[src/rtl/delta_encoder.sv]
module delta_encoder #(
  parameter int DW        = 16,
  parameter int NUM_ELEM  = 8,
  parameter int THR_RESET = 0,
  localparam int IDX_W    = (NUM_ELEM > 1) ? $clog2(NUM_ELEM) : 1,
  localparam int CNT_W    = $clog2(NUM_ELEM + 1)
) (
  input  logic                 clk,
  input  logic                 rst_n,
  input  logic                 thr_we,
  input  logic [DW-1:0]        thr_wdata,
  input  logic                 in_valid,
  input  logic                 in_bank,
  input  logic signed [DW-1:0] in_data,
  output logic                 out_valid,
  output logic signed [DW-1:0] out_delta,
  output logic [IDX_W:0]       out_index,
  output logic                 eov_valid,
  output logic [CNT_W-1:0]     eov_count
);

  localparam int REF_DEPTH = 2 ** (IDX_W + 1);
  localparam logic [IDX_W-1:0] LAST = IDX_W'(NUM_ELEM - 1);
  localparam logic signed [DW-1:0] SMAX = {1'b0, {(DW-1){1'b1}}};
  localparam logic signed [DW-1:0] SMIN = {1'b1, {(DW-1){1'b0}}};

  logic [DW-1:0]        thr_q;
  logic [IDX_W-1:0]     elem_q;
  logic                 bank_q;
  logic [CNT_W-1:0]     cnt_q;
  logic signed [DW-1:0] refs [REF_DEPTH];

  logic                 cur_bank;
  logic [IDX_W:0]       addr;
  logic signed [DW-1:0] ref_val;
  logic [DW:0]          diff;
  logic signed [DW-1:0] delta;
  logic [DW:0]          mag;
  logic                 fire;
  logic                 is_last;

  assign cur_bank = (elem_q == '0) ? in_bank : bank_q;
  assign addr     = {cur_bank, elem_q};
  assign ref_val  = refs[addr];
  assign diff     = {in_data[DW-1], in_data} - {ref_val[DW-1], ref_val};
  assign delta    = (diff[DW] ^ diff[DW-1]) ? (diff[DW] ? SMIN : SMAX) : diff[DW-1:0];
  assign mag      = delta[DW-1] ? (~{1'b1, delta}) + (DW+1)'(1) : {1'b0, delta};
  assign fire     = in_valid && (mag > {1'b0, thr_q});
  assign is_last  = (elem_q == LAST);

  always_ff @(posedge clk) begin
    if (!rst_n) begin
      thr_q     <= DW'(THR_RESET);
      elem_q    <= '0;
      bank_q    <= 1'b0;
      cnt_q     <= '0;
      out_valid <= 1'b0;
      out_delta <= '0;
      out_index <= '0;
      eov_valid <= 1'b0;
      eov_count <= '0;
      for (int i = 0; i < REF_DEPTH; i++) refs[i] <= '0;
    end else begin
      if (thr_we) thr_q <= thr_wdata;
      out_valid <= fire;
      eov_valid <= in_valid && is_last;
      if (fire) begin
        out_delta  <= delta;
        out_index  <= addr;
        refs[addr] <= in_data;
      end
      if (in_valid) begin
        if (elem_q == '0) bank_q <= in_bank;
        if (is_last) begin
          elem_q    <= '0;
          cnt_q     <= '0;
          eov_count <= cnt_q + CNT_W'(fire);
        end else begin
          elem_q <= elem_q + IDX_W'(1);
          cnt_q  <= cnt_q + CNT_W'(fire);
        end
      end
    end
  end

  logic [DW:0]      out_mag;
  logic [IDX_W-1:0] chk_last_idx;
  logic             chk_any;
  logic [CNT_W-1:0] chk_pairs;

  assign out_mag = out_delta[DW-1] ? (~{1'b1, out_delta}) + (DW+1)'(1) : {1'b0, out_delta};

  always_ff @(posedge clk) begin
    if (!rst_n) begin
      chk_last_idx <= '0;
      chk_any      <= 1'b0;
      chk_pairs    <= '0;
    end else if (eov_valid) begin
      chk_any   <= 1'b0;
      chk_pairs <= '0;
    end else if (out_valid) begin
      chk_last_idx <= out_index[IDX_W-1:0];
      chk_any      <= 1'b1;
      chk_pairs    <= chk_pairs + CNT_W'(1);
    end
  end

  assert_fire_above_thr_R2: assert property (@(posedge clk) disable iff (!rst_n)
    out_valid |-> out_mag > {1'b0, $past(thr_q)});

  assert_idle_silent_R7: assert property (@(posedge clk) disable iff (!rst_n)
    !$past(in_valid) |-> (!out_valid && !eov_valid));

  assert_ascending_R7: assert property (@(posedge clk) disable iff (!rst_n)
    (out_valid && chk_any) |-> out_index[IDX_W-1:0] > chk_last_idx);

  assert_eov_count_R8: assert property (@(posedge clk) disable iff (!rst_n)
    eov_valid |-> eov_count == chk_pairs + CNT_W'(out_valid));

  assert_count_bound_R8: assert property (@(posedge clk) disable iff (!rst_n)
    eov_valid |-> eov_count <= CNT_W'(NUM_ELEM));

endmodule

[config.mk]
export PLATFORM = sky130hd
export DESIGN_NAME = delta_encoder
export DESIGN_NICKNAME = d
export VERILOG_FILES = /design/src/rtl/delta_encoder.sv
export SDC_FILE = /design/constraint.sdc
export NUM_CORES = 1
export LEC_CHECK = 0
export ABC_AREA = 1
export BUFFER_PORTS_ARGS = -buffer_cell sky130_fd_sc_hd__buf_2
export CAP_MARGIN = 10
export CORE_UTILIZATION = 55
export CTS_CLUSTER_SIZE = 40
export DETAILED_ROUTE_END_ITERATION = 8
export PLACE_DENSITY = 0.74
export SYNTH_ARGS = -nofsm -noshare
export SYNTH_HDL_FRONTEND = slang
export SYNTH_SLANG_ARGS = --single-unit
[constraint.sdc]
create_clock -name clk -period 16.2 [get_ports clk]
set_input_delay 1.62 -clock clk [delete_from_list [all_inputs] [get_ports clk]]
set_output_delay 1.62 -clock clk [all_outputs]
set_load 0.01 [all_outputs]
==> results of run 1 <==
-- cell type report --
| class | instances | area (um2) | area share [%] |
|---|---|---|---|
| clock buffers | 40 | 830 | 5.06 |
| clock inverters | 17 | 183 | 1.11 |
| inverters | 129 | 490 | 2.99 |
| multi-input cells | 1058 | 5430 | 33.1 |
| flip-flops and latches | 306 | 8690 | 53.0 |
| well taps | 341 | 427 | 2.60 |
| repair buffers | 67 | 348 | 2.12 |
-- routing by layer --
layer  wire, um  vias to the layer above
li1           -                     5422
met1      15800                     5555
met2      18800                      592
met3       3940                       83
met4        958                        0
met5          0                        -
-- through the flow --
step | util, % | area (um2) | power, uW | hold WS [ps]
global placement | 57.1 | 15400 | 1990 | 452
floorplan | - | 15100 | 1750 | 435
global route | 60.9 | 16400 | 2900 | 485
detailed placement | 57.1 | 15400 | 2010 | 461
finish | 60.9 | 16400 | 2720 | 466
CTS | 60.9 | 16400 | 2730 | 469
-- power by group through the flow --
stage	combinational, uW	sequential (uW)	clock [uW]
2_1_floorplan	795	956	0
4_1_cts	1060	942	725
3_5_place_dp	1050	958	0
6_report	1060	942	719
5_1_grt	1200	947	751
3_3_place_gp	1040	957	0
-- registers in the layout, indices dropped and copies added, names as in the netlist, 3 cells and up --
name,cells
out_delta,16
eov_count,4
out_index,4
cnt_q,4
elem_q,3
thr_q,16
refs,256
-- worst paths after layout --
check	startpoint	endpoint	slack [ps]	cells past startpoint
max	elem_q[0]	refs[13][0]	6120	47
min	thr_q[2]	thr_q[2]	470	2
max reg2reg	elem_q[0]	refs[13][0]	6120	47
min reg2reg	thr_q[2]	thr_q[2]	470	2
-- worst register-to-register path, delay by kind of cell, from the launching register on --
kind | cells | cell delay, ps
simple gates | 26 | 4350
flops | 1 | 670
compound gates | 5 | 920
xor+xnor | 1 | 170
buf+inv | 10 | 1700
fa+ha+maj | 5 | 1880
-- synthesized netlist by cell type, drive strengths merged, types with 2 or more instances --
| cell | number |
|---|---|
| o211ai | 16 |
| dfxtp | 50 |
| nand2 | 181 |
| a221oi | 15 |
| xor2 | 8 |
| inv | 126 |
| a21oi | 42 |
| clkinv | 3 |
| nand3b | 3 |
| o22ai | 64 |
| nor2 | 440 |
| a211oi | 3 |
| nand4 | 6 |
| a22o | 15 |
| nor3 | 4 |
| clkbuf | 74 |
| edfxtp | 256 |
| o21ai | 166 |
| a21o | 2 |
| ha | 42 |
| nand3 | 42 |
| buf | 24 |
| or2 | 3 |
-- logic make-up after synthesis --
logic type / count (synthesis)
DFF: 306
adders and majority gates: 43
buffers and inverters: 227
xor gates and xnor gates: 9
AOI/OAI and AO/OA: 326
and+or+nand+nor: 680
==> reports/summary.md, run 1 <==
• status: finished clean
• Critical Path Source Type: flop
• transition at the pin with the smallest max-transition slack: 1110 ps
• standard-cell row count: 60
• area of the core region: 0.0270 mm2
• most frequent cells in the layout: sky130_fd_sc_hd__nor2_1 (420), sky130_fd_sc_hd__edfxtp_1 (256), sky130_fd_sc_hd__o21ai_0 (163)
• wire length of the first global-routing pass: 61.5 mm
• TritonCTS clock tree: yes
• # port buffers: 62
• relative contribution of sequential cells to total power: 34.6%
• share of synthesized cell area in full adder, half adder and majority cells: 3.62%
• count of unique library cells instantiated by Yosys: 45
• maximum vdd ir drop: 0.0984 mV
• layout filler cell count: 2214
• internal power contribution: 1680 uW
• hold buffer count at cts: 0
• net count of the mapped netlist: 1671
• CP peak stage delay: 840 ps
• clock buffer depth: 3
• number of antenna violations at the first check in global routing: 0
• maximum level of the CTS H-tree: 1
• maximum number of pins on one net before global-route repair: 91
• Clock power frac: 26.4%
• mean instance size in the synthesized netlist: 9.48 um2
• instance count after placement with tap cells included: 1901
• number of DRC markers after the initial detailed-route iteration: 1282
• via count: 11700
• Antenna Diode Count: 0
• sinks on the clock net: 306
• Overall Global Routing Usage: 28.3%
• portion of the post-synthesis area used by sequential elements: 57.6%
• Overflow after GRT: 0
• cell area after synthesis: 0.0151 mm2
• number of remaining DRC errors: 0
• Net count, final: 1673
• relative slew slack: 25.8%
• CTS root buf: sky130_fd_sc_hd__clkbuf_16
• max-cap violation count: 0
• global-route track usage on met2: 46.9%
• count of final hold-check violations: 0
• number of setup violations in the final report: 0
• most used routing layer: met2
• count of buffer and inverter cells on the critical path: 10
• post-CTS repair timing setup buffer count: 0
• setup clock skew after layout: 22.0 ps
• fraction of synthesized cell area taken by the top area cell type: 51.0%
• GR Util met1: 37.7%
• final critical-path share of the clock period: 62.2%
• fin cells: 1958
• unrepaired setup endpoints after global routing: no
• most area-hungry cell type in the Yosys netlist: sky130_fd_sc_hd__edfxtp_1
• worst path required time: 16370 ps
• detailed-router iteration count before antenna repair: 5
• power share of the combinational group: 39.0%
• combinational family with the most area after synthesis: simple AND/OR/NAND/NOR gates
• CP max-delay cell: sky130_fd_sc_hd__clkinv_2
• area of the die: 0.0281 mm2
• number of buffers created by CTS: 31
• Most common cell on crit path: sky130_fd_sc_hd__nand2_1
• number of placed I/O pins: 63
• Net Sw Power: 1040 uW
• number of enable-type register cells in the synthesized netlist: 256
• multiplexer area fraction after synthesis: 0%
• Sw Share: 38.3%
• number of cells upsized or downsized after cts: 0
• final number of max-transition violations: 0
• final sum of negative setup slack: 0 ps
• Post-Synthesis Cells: 1591
• worst slack, placed: 6170 ps
• Global Route met3 Usage: 5.79%
• number of register bits inferred by synthesis: 306
• Final min period: 10080 ps
• chip width: 168 um
• most frequent standard cell in the layout excluding fill and tap cells: sky130_fd_sc_hd__nor2_1
• areal power density over the cells: 166 mW/mm2
• class of the tightest hold or removal check: flop to flop
• Layout area overhead: 8.72%
• effective utilization at floorplan: 56.0%
• total wirelength of the detailed-routed design: 39.5 mm
• average vias per placed instance: 5.95
• Routed WL per cell: 20.2 um
• clock-pin slew reported for the worst setup and hold paths after clock tree synthesis: 60 ps
• antenna-violating nets left: 0
• gp weighted congestion: 0.999
• achievable clock frequency: 99.2 MHz
• layout cell share with drive strength beyond 1: 10.1%
• leakage power of the design: 0.00710 uW
• post-route setup slack: 6120 ps
• Clk Latency, worst-skew pair: 570 ps
• Worst path top cell family by delay: simple AND/OR/NAND/NOR gates
• Compound-Gate Fraction of Synth Area: 12.5%
• crit end category: flop
• dominant register cell in the synthesized netlist: sky130_fd_sc_hd__edfxtp_1
• height of the die: 168 um
• biggest area contributors in the synthesized netlist: sky130_fd_sc_hd__edfxtp_1 (51%), sky130_fd_sc_hd__nor2_1 (10%), sky130_fd_sc_hd__dfxtp_1 (6.6%)
• async set-or-reset flop fraction in the synthesized netlist: 0%
• sum of net half-perimeters after detailed placement: 25.5 mm
• WP data arrival: 10250 ps
• highest fanout seen on the critical path: 69
• Simple-Gate Fraction of Synth Area: 19.3%
• Yosys warning total: 0
• Crit Path Category: flop to flop
• Post-Synth XOR/XNOR Area: 0.523%
• vias in the first global route: 11000
Note: power is estimated with default switching activity, not from simulation.
==> run 2, diff against run 1 <==
--- a/config.mk
+++ b/config.mk
@@ -11,7 +11,7 @@
 export CORE_UTILIZATION = 55
 export CTS_CLUSTER_SIZE = 40
 export DETAILED_ROUTE_END_ITERATION = 8
-export PLACE_DENSITY = 0.74
+export PLACE_DENSITY = 0.77
 export SYNTH_ARGS = -nofsm -noshare
 export SYNTH_HDL_FRONTEND = slang
 export SYNTH_SLANG_ARGS = --single-unit
==> constraint.sdc (replaced) <==
create_clock -name clk -period 8.2 [get_ports clk]
set_input_delay 0.82 -clock clk [delete_from_list [all_inputs] [get_ports clk]]
set_output_delay 0.82 -clock clk [all_outputs]
set_load 0.01 [all_outputs]
==> reports/summary.md, run 2 (synthesized netlist as in run 1, its figures left out) <==
• status: finished clean, unchanged
• clock-pin slew reported for the worst setup and hold paths after clock tree synthesis: 60 ps, about the same
• launching point of the worst reg2reg path: elem_q[0], unchanged
• # port buffers: 62, unchanged
• WP data arrival: 7800 ps, was 10250 ps
• worst r2r path cells: 47, unchanged
• maximum level of the CTS H-tree: 1, unchanged
• Clk Latency, worst-skew pair: 590 ps, was 570 ps
• post-route setup slack: 689 ps, was 6120 ps
• CP max-delay cell: sky130_fd_sc_hd__dfxtp_4, was sky130_fd_sc_hd__clkinv_2
• start point of the critical path: elem_q[0], unchanged
• sequential cell area in the final layout: 0.00869 mm2, unchanged
• maximum number of pins on one net before global-route repair: 131, was 91
• end of the worst register-to-register path: refs[5][5], was refs[13][0]
• Placed Instance Area: 0.0156 mm2, was 0.0154 mm2
• relative slew slack: 39.1%, was 25.8%
• antenna-violating nets left: 0, unchanged
• areal power density over the cells: 321 mW/mm2, was 166 mW/mm2
• number of placed I/O pins: 63, unchanged
• Overall Global Routing Usage: 28.6%, was 28.3%
• post-CTS repair timing setup buffer count: 0, unchanged
• Critical Path Source Type: flop, unchanged
• critical path endpoint: refs[5][5], was refs[13][0]
• Layout area overhead: 10.1%, was 8.72%
• most frequent cells in the layout: sky130_fd_sc_hd__nor2_1 (420), sky130_fd_sc_hd__edfxtp_1 (256), sky130_fd_sc_hd__o21ai_0 (163), unchanged
• achievable clock frequency: 133 MHz, was 99.2 MHz
• number of DRC markers after the initial detailed-route iteration: 1656, was 1282
• area of the core region: 0.0270 mm2, unchanged
• sinks on the clock net: 306, unchanged
• worst path required time: 8490 ps, was 16370 ps
• Routed WL per cell: 20.2 um, about the same
• detailed-router iteration count before antenna repair: 5, unchanged
• worst slack, placed: 427 ps, was 6170 ps
• area of the die: 0.0281 mm2, unchanged
• sum of net half-perimeters after detailed placement: 26.5 mm, was 25.5 mm
• setup clock skew after layout: 29.1 ps, was 22.0 ps
• Most common cell on crit path: sky130_fd_sc_hd__inv_1, was sky130_fd_sc_hd__nand2_1
• Final min period: 7510 ps, was 10080 ps
• Antenna Diode Count: 0, unchanged
• layout cell share with drive strength beyond 1: 12.2%, was 10.1%
• number of setup violations in the final report: 0, unchanged
• effective utilization at floorplan: 56.0%, unchanged
• CTS root buf: sky130_fd_sc_hd__clkbuf_16, unchanged
• number of cells upsized or downsized after cts: 0, unchanged
• chip width: 168 um, unchanged
• vias in the first global route: 11400, was 11000
• CP peak stage delay: 360 ps, was 840 ps
• number of remaining DRC errors: 0, unchanged
• setup slack on the worst flop-to-flop path: 690 ps, was 6120 ps
• number of antenna violations at the first check in global routing: 0, unchanged
• top flop regs: refs (256), out_delta (16), thr_q (16), unchanged
• highest fanout seen on the critical path: 19, was 69
• Largest register FFs: 256, unchanged
• class of the tightest hold or removal check: flop to flop, unchanged
• final std cell area, no fill: 0.0166 mm2, was 0.0164 mm2
• final critical-path share of the clock period: 91.6%, was 62.2%
• hold buffer count at cts: 0, unchanged
• transition at the pin with the smallest max-transition slack: 913 ps, was 1110 ps
• TritonCTS clock tree: yes, unchanged
• maximum vdd ir drop: 0.195 mV, was 0.0984 mV
• max-cap violation count: 0, unchanged
• final number of max-transition violations: 0, unchanged
• Crit Path Category: flop to flop, unchanged
• average vias per placed instance: 5.97, was 5.95
• wire length of the first global-routing pass: 61.8 mm, was 61.5 mm
• standard-cell row count: 60, unchanged
• Net count, final: 1695, was 1673
• footprint of the multi-input gates: 0.00548 mm2, was 0.00543 mm2
• layout filler cell count: 2171, was 2214
• hold path depth: 2, unchanged
• count of final hold-check violations: 0, unchanged
• total wirelength of the detailed-routed design: 40.0 mm, was 39.5 mm
• height of the die: 168 um, unchanged
• Overflow after GRT: 0, unchanged
• most frequent standard cell in the layout excluding fill and tap cells: sky130_fd_sc_hd__nor2_1, unchanged
• clock buffer depth: 3, unchanged
• register with the most flip-flops: refs, unchanged
• gp weighted congestion: 0.980, was 0.999
• leakage power of the design: 0.00721 uW, was 0.00710 uW
• number of buffers created by CTS: 30, was 31
• crit end category: flop, unchanged
• via count: 11800, was 11700
## run 2: cell types whose count changed in the layout (fill, tap and decap cells not counted), sizes merged
cell	change
inv	+1
bufinv	-3
buf	+23
## run 2: cell type report
| class | instances | area share (%) |
|---|---|---|
| clock buffers | 40 | 5.11 |
| clock inverters | 15 | 0.746 |
| inverters | 129 | 2.95 |
| multi-input cells | 1058 | 33.0 |
| flip-flops and latches | 306 | 52.3 |
| well taps | 341 | 2.57 |
| repair buffers | 90 | 3.30 |
## run 2: how the worst min path moves through the flow
stage,startpoint,to
after floorplan,thr_q[15],thr_q[15]
after global placement,thr_q[15],thr_q[15]
after detailed placement,thr_q[15],thr_q[15]
after CTS,thr_wdata[0],thr_q[0]
after global routing,thr_q[15],thr_q[15]
final,thr_q[15],thr_q[15]
## run 2: per-layer routing
metal	vias to the layer above	routed length [um]	track usage [%]
li1	5457	-	-
met5	-	0	0
met3	86	3270	3.19
met4	0	1240	10.3
met2	611	19500	48.6
met1	5665	16000	38.2
## run 2: critical path: cells and delay by family, from the launching register on
kind / cells / cell delay, ps
adder cells (fa/ha/maj): 5 / 1450
flip-flops: 1 / 360
AO/OA/AOI/OAI: 10 / 1690
buffers and inverters: 10 / 1070
XOR/XNOR: 2 / 370
AND/OR/NAND/NOR: 20 / 2270
## run 2: stage by stage
stage          hold slack [ps]  std cells  utilization, %  setup TNS, ps  total power, uW
2_1_floorplan              435       1591               -              0             3460
3_3_place_gp               452       1924            57.8              0             3930
3_5_place_dp               458       1924            57.8              0             3970
4_1_cts                    464       1979            61.4              0             5310
5_1_grt                    489       1979            61.6          -79.8             5680
6_report                   466       1979            61.6              0             5330
## run 2: report_power, final
group          total (uW)  switching, uW  internal (uW)
clock                1360            597            761
combinational        2110           1410            701
sequential           1860           43.1           1810
